--- src/rtl/sar_pkg.sv ---
package sar_pkg;

   // Full-adder cell implementation variants.
   localparam int FA_GATES = 0;
   localparam int FA_ARITH = 1;

   // Shift register serial-input source.
   localparam int SER_EXTERNAL = 0;
   localparam int SER_ROTATE   = 1;

   typedef struct packed {
      logic sum;
      logic cout;
   } fa_out_t;

endpackage

--- src/rtl/sar_full_adder.sv ---
module sar_full_adder
   import sar_pkg::*;
#(
   parameter int IMPL = FA_GATES
) (
   input  logic    a,
   input  logic    b,
   input  logic    cin,
   output fa_out_t res
);

   generate
      if (IMPL == FA_GATES) begin : g_gates
         logic prop;
         always_comb begin
            prop     = a ^ b;
            res.sum  = prop ^ cin;
            res.cout = (a & b) | (cin & prop);
         end
      end else if (IMPL == FA_ARITH) begin : g_arith
         logic [1:0] tot;
         always_comb begin
            tot      = {1'b0, a} + {1'b0, b} + {1'b0, cin};
            res.sum  = tot[0];
            res.cout = tot[1];
         end
      end else begin : g_bad_impl
         $error("sar_full_adder: unsupported IMPL value");
      end
   endgenerate

endmodule

--- src/rtl/sar_shreg.sv ---
module sar_shreg
   import sar_pkg::*;
#(
   parameter int WIDTH   = 8,
   parameter int SER_SRC = SER_EXTERNAL
) (
   input  logic             clk,
   input  logic             rst,
   input  logic             clr,
   input  logic             ld,
   input  logic [WIDTH-1:0] ld_data,
   input  logic             shift,
   input  logic             ser_in,
   output logic [WIDTH-1:0] q,
   output logic             ser_out
);

   logic fill;

   generate
      if (WIDTH < 2) begin : g_bad_width
         $error("sar_shreg: WIDTH must be at least 2");
      end
      if (SER_SRC == SER_ROTATE) begin : g_rot
         assign fill = q[0];
      end else if (SER_SRC == SER_EXTERNAL) begin : g_ext
         assign fill = ser_in;
      end else begin : g_bad_src
         $error("sar_shreg: unsupported SER_SRC value");
      end
   endgenerate

   assign ser_out = q[0];

   always_ff @(posedge clk) begin
      if (rst || clr) begin
         q <= '0;
      end else if (ld) begin
         q <= ld_data;
      end else if (shift) begin
         q <= {fill, q[WIDTH-1:1]};
      end
   end

   // a shifting clock moves every bit one place right and the fill enters at the top
   assert_shift_right_R5: assert property (@(posedge clk) disable iff (rst)
      (shift && !clr && !ld) |=> (q[WIDTH-2:0] == $past(q[WIDTH-1:1])))
      else $error("shift register did not shift right");

   // with no control active the register holds
   assert_hold_R10: assert property (@(posedge clk) disable iff (rst)
      (!shift && !clr && !ld) |=> $stable(q))
      else $error("shift register changed without control");

endmodule

--- src/rtl/sar_sequencer.sv ---
module sar_sequencer #(
   parameter int WIDTH = 8
) (
   input  logic clk,
   input  logic rst,
   input  logic start_req,
   output logic busy,
   output logic done,
   output logic accept
);

   localparam int CW = (WIDTH > 2) ? $clog2(WIDTH) : 1;
   localparam logic [CW-1:0] LAST = CW'(WIDTH - 1);

   logic [CW-1:0] bit_cnt;
   logic          at_last;

   assign accept  = start_req && !busy;
   assign at_last = (bit_cnt == LAST);

   always_ff @(posedge clk) begin
      if (rst) begin
         busy    <= 1'b0;
         done    <= 1'b0;
         bit_cnt <= '0;
      end else begin
         done <= 1'b0;
         if (accept) begin
            busy    <= 1'b1;
            bit_cnt <= '0;
         end else if (busy) begin
            if (at_last) begin
               busy    <= 1'b0;
               done    <= 1'b1;
               bit_cnt <= '0;
            end else begin
               bit_cnt <= bit_cnt + 1'b1;
            end
         end
      end
   end

   // done lasts one cycle
   assert_done_pulse_R3: assert property (@(posedge clk) disable iff (rst)
      done |=> !done)
      else $error("done held for more than one cycle");

   // busy falls exactly when done rises
   assert_busy_end_R3: assert property (@(posedge clk) disable iff (rst)
      $fell(busy) |-> done)
      else $error("busy dropped without done");

   // done never overlaps busy
   assert_done_idle_R3: assert property (@(posedge clk) disable iff (rst)
      done |-> !busy)
      else $error("done while busy");

   // a request during busy does not restart the count
   assert_no_restart_R7: assert property (@(posedge clk) disable iff (rst)
      (busy && start_req && !at_last) |=> (busy && bit_cnt != '0))
      else $error("operation restarted while busy");

endmodule

--- src/rtl/serial_accum_adder.sv ---
module serial_accum_adder
   import sar_pkg::*;
#(
   parameter int WIDTH   = 8,
   parameter int FA_IMPL = FA_GATES
) (
   input  logic             clk,
   input  logic             rst,
   input  logic             clr_acc,
   input  logic             ld_b,
   input  logic [WIDTH-1:0] b_in,
   input  logic             start,
   output logic             busy,
   output logic             done,
   output logic [WIDTH-1:0] acc_q
);

   generate
      if (WIDTH < 2) begin : g_bad_width
         $error("serial_accum_adder: WIDTH must be at least 2");
      end
   endgenerate

   logic             accept;
   logic             clr_ok;
   logic             ld_ok;
   logic             a_bit;
   logic             b_bit;
   logic             carry_q;
   fa_out_t          fa_res;
   logic [WIDTH-1:0] b_q;

   assign clr_ok = clr_acc && !busy;
   assign ld_ok  = ld_b && !busy;

   sar_sequencer #(.WIDTH(WIDTH)) u_seq (
      .clk       (clk),
      .rst       (rst),
      .start_req (start),
      .busy      (busy),
      .done      (done),
      .accept    (accept)
   );

   sar_full_adder #(.IMPL(FA_IMPL)) u_fa (
      .a   (a_bit),
      .b   (b_bit),
      .cin (carry_q),
      .res (fa_res)
   );

   sar_shreg #(.WIDTH(WIDTH), .SER_SRC(SER_EXTERNAL)) u_acc (
      .clk     (clk),
      .rst     (rst),
      .clr     (clr_ok),
      .ld      (1'b0),
      .ld_data ('0),
      .shift   (busy),
      .ser_in  (fa_res.sum),
      .q       (acc_q),
      .ser_out (a_bit)
   );

   sar_shreg #(.WIDTH(WIDTH), .SER_SRC(SER_ROTATE)) u_addend (
      .clk     (clk),
      .rst     (rst),
      .clr     (1'b0),
      .ld      (ld_ok),
      .ld_data (b_in),
      .shift   (busy),
      .ser_in  (1'b0),
      .q       (b_q),
      .ser_out (b_bit)
   );

   always_ff @(posedge clk) begin
      if (rst || accept || clr_ok) begin
         carry_q <= 1'b0;
      end else if (busy) begin
         carry_q <= fa_res.cout;
      end
   end

   // the carry starts every operation at zero
   assert_carry_cleared_R4: assert property (@(posedge clk) disable iff (rst)
      accept |=> (carry_q == 1'b0))
      else $error("carry not cleared at start");

   // an idle clear zeroes the accumulator
   assert_clear_acc_R8: assert property (@(posedge clk) disable iff (rst)
      (clr_acc && !busy) |=> (acc_q == '0))
      else $error("accumulator not cleared");

   // the addend is not reloaded during an operation
   assert_no_load_busy_R6: assert property (@(posedge clk) disable iff (rst)
      (busy && ld_b) |=> (b_q == {$past(b_q[0]), $past(b_q[WIDTH-1:1])}))
      else $error("addend changed by load while busy");

   // idle accumulator holds without a clear
   assert_acc_idle_R10: assert property (@(posedge clk) disable iff (rst)
      (!busy && !clr_acc) |=> $stable(acc_q))
      else $error("accumulator moved while idle");

endmodule

--- config.mk ---
export PLATFORM = sky130hd
export DESIGN_NAME = serial_accum_adder
export DESIGN_NICKNAME = d
export VERILOG_FILES = /design/src/rtl/sar_pkg.sv /design/src/rtl/sar_full_adder.sv /design/src/rtl/sar_shreg.sv /design/src/rtl/sar_sequencer.sv /design/src/rtl/serial_accum_adder.sv
export SDC_FILE = /design/constraint.sdc
export NUM_CORES = 1
export LEC_CHECK = 0
export BUFFER_PORTS_ARGS = -buffer_cell sky130_fd_sc_hd__buf_2
export CORE_ASPECT_RATIO = 1.5
export CORE_MARGIN = 1
export CORE_UTILIZATION = 46
export DETAILED_ROUTE_END_ITERATION = 10
export PLACE_DENSITY = 0.73
export SYNTH_ARGS = -nofsm -noshare
export SYNTH_HDL_FRONTEND = slang
export SYNTH_SLANG_ARGS = --single-unit
--- constraint.sdc ---
create_clock -name clk -period 1.1 [get_ports clk]
set_input_delay 0.165 -clock clk [delete_from_list [all_inputs] [get_ports clk]]
set_output_delay 0.165 -clock clk [all_outputs]
set_load 0.005 [all_outputs]
==> metrics <==
status complete, but fails checks; failing checks setup timing; Tot Pwr 1.38 mW; Yosys top cell by area dfxtp_1; Num Clock Sinks 22; clk buf depth 2; starting density of the core 0.485; Cell Area, Synth 971 um2; layout cell share with drive strength beyond 1 0.377; die area 2300 um2; Nets 141; CP max stage delay 370 ps; worst slew pin tran 399 ps; CTS H-tree lvls 1; GR Util met1 0.189; largest net degree at the start of global routing 27; final setup fails 7; worst hold path type in -> reg; Critical Path RT 1330 ps; cells along the critical path ha_4 > ha_4 > or3b_4 > a21oi_2; Max VDD drop 0.000886 V; first-pass GRT wire length 2900 um; clock transition at the registers of the reported paths 110 ps; met3 Use GR 0.0230; Routed WL 1810 um; RSZ-0062 raised after global routing true; grt met2 use 0.321; sequential area share after synthesis 0.454; count of final max-slew check failures 0; Post-synth ARST share 0; DR iter-0 viols 5; cell mode on critical path ha_4; CP Buf/Inv Count 0; largest family of logic cells by synthesized area simple AND/OR/NAND/NOR gates; relative slew slack 0.734; CP max-delay cell or3b_4; number of global-route vias before repair 736; post-route setup slack -112 ps; RD Place Congestion 0.653; non-filler instance count after layout 144; Max-Cap Viols 0; compound-cell area share of the yosys netlist 0.131; xor/xnor share of the synthesized area 0; DP Area 1130 um2; port bufs 22; Top Usage Layer GRT met2; grt total ovfl 0; ys flop type dfxtp_1; cell with the most instances after synthesis dfxtp_1; critical path arrival 1450 ps; vias 791; Die Ht 58.3 um; Cells after DPL 140; critical path class reg -> reg; Core Area 2000 um2; syn avg cell area 10.0 um2; Crit Path Max Fanout 3; TritonCTS Buffers 3; clk_lat worst skew 290 ps; Worst Skew 1.40 ps; adder-cell share of the synthesized area 0.0593; drt drc 0; post-DP HPWL 1250 um; I/O pin cnt 23; CTS tree built; total track usage 0.178; root buf cell clkbuf_4; post-route cell area 1200 um2; final hold vios 0; CP Launch Type flop; Area contributors post-synth dfxtp_1 (45%), mux2i_1 (8.2%), or3b_1 (7.2%), a211oi_1 (7.0%), a21oi_1 (6.2%); Post-DRT Antenna Nets 0; Final Critical Period 1210 ps; Area Growth Syn to Fin 23.5%; via density per instance 5.49; wire per inst 12.6 um; mux cell area share after synthesis 0.0825; initial antenna violation count 0; Max Clock Freq 0.825 GHz; Post-synth EDFFs 0; row cnt 20; post-synthesis simple-gate area fraction 0.224; CP delay by family, top simple AND/OR/NAND/NOR gates; Mapped Cells 97; PwrDens 1150 nW/um2; top post-synthesis cells by count dfxtp_1 (22), a21oi_1 (12), nand2_1 (11); Yosys top cell area share 0.454; syn nets 114; # diodes 0; Die Wd 39.5 um; leak pwr 0.502 nW; final worst-path cycle share 1.10; crit path capture type flop; Ys Warns 0; First-pass DRT Iterations 4; Distinct cells, synth 19; post-synthesis register bit count 22
==> per-stage QoR <==
stage          setup slack [ps]  TNS [ps]  utilization  hold slack [ps]
2_1_floorplan             -38.4     -38.4            -              238
3_3_place_gp              -59.4      -417        0.563              452
3_5_place_dp               -138      -741        0.563              462
4_1_cts                    -112      -330        0.594              160
5_1_grt                    -162      -751        0.599              178
6_report                   -112      -255        0.599              164
==> routing by layer <==
| metal | share of wire | up-vias | wire length [um] |
|---|---|---|---|
| met4 | 0.015 | 0 | 27 |
| met2 | 0.50 | 19 | 898 |
| met3 | 0.036 | 4 | 66 |
| met1 | 0.45 | 373 | 820 |
| met5 | 0 | - | 0 |
| li1 | - | 395 | - |
==> cell families after synthesis <==
family	after synthesis
and+or+nand+nor	34
DFF	22
AOI/OAI and AO/OA	21
buffers and inverters	8
muxes	8
adders and majority gates	4
==> power by group <==
part / switching, mW / internal, mW
clock: 0.220 / 0.128
sequential: 0.0243 / 0.831
combinational: 0.0855 / 0.0950
total: 0.330 / 1.05
==> placed cells by master (no fill, tap or decap) <==
cell type   n
dfxtp_1    17
inv_2       1
dfxtp_4     1
buf_6       1
ha_4        2
buf_2      21
a21oi_1    11
a211oi_1    9
nor2_1      1
dfxtp_2     4
or3b_1      7
or3b_2      4
mux2i_1     8
buf_12      1
or4b_1      1
buf_4       6
clkbuf_4    3
a21oi_2     1
or3b_4      1
nor3b_1     1
ha_1        1
fa_1        1
nor2b_1     8
nand2_1    11
==> sequential cells by signal (all words and copies together) (netlist names) <==
register and count:
u_seq.busy 1, u_seq.done 1, u_addend.q 8, u_acc.q 8, u_seq.bit_cnt 3, carry_q 1
==> worst register-to-register path, cell delays in order (launching register included) <==
cell,delay (ps)
dfxtp_2,360
ha_4,160
ha_4,150
or3b_4,370
a21oi_2,120
==> cell type report <==
class	instances	area, um2
clock buffer	3	22.5
fill	195	803
inverter	1	3.75
multi-input combinational	67	514
sequential	22	449
tap	22	27.5
timing repair buffer	29	181
==> what timing repair did <==
| item | in CTS | in global routing |
|---|---|---|
| hold buffers | 0 | 0 |
| setup buffers | 1 | 0 |
| resized for setup | 7 | 4 |
| pin swaps | 5 | 0 |
| endpoints found under the setup margin | 16 | 13 |
==> worst paths after layout <==
path | slack, ps | to | depth (start not counted) | startpoint
max | -110 | u_seq.bit_cnt[0] | 4 | u_seq.bit_cnt[0]
min | 160 | u_seq.busy | 3 | start
max reg2reg | -110 | u_seq.bit_cnt[0] | 4 | u_seq.bit_cnt[0]
min reg2reg | 480 | u_acc.q[0] | 2 | u_acc.q[1]
(Power assumes the default switching activity.)
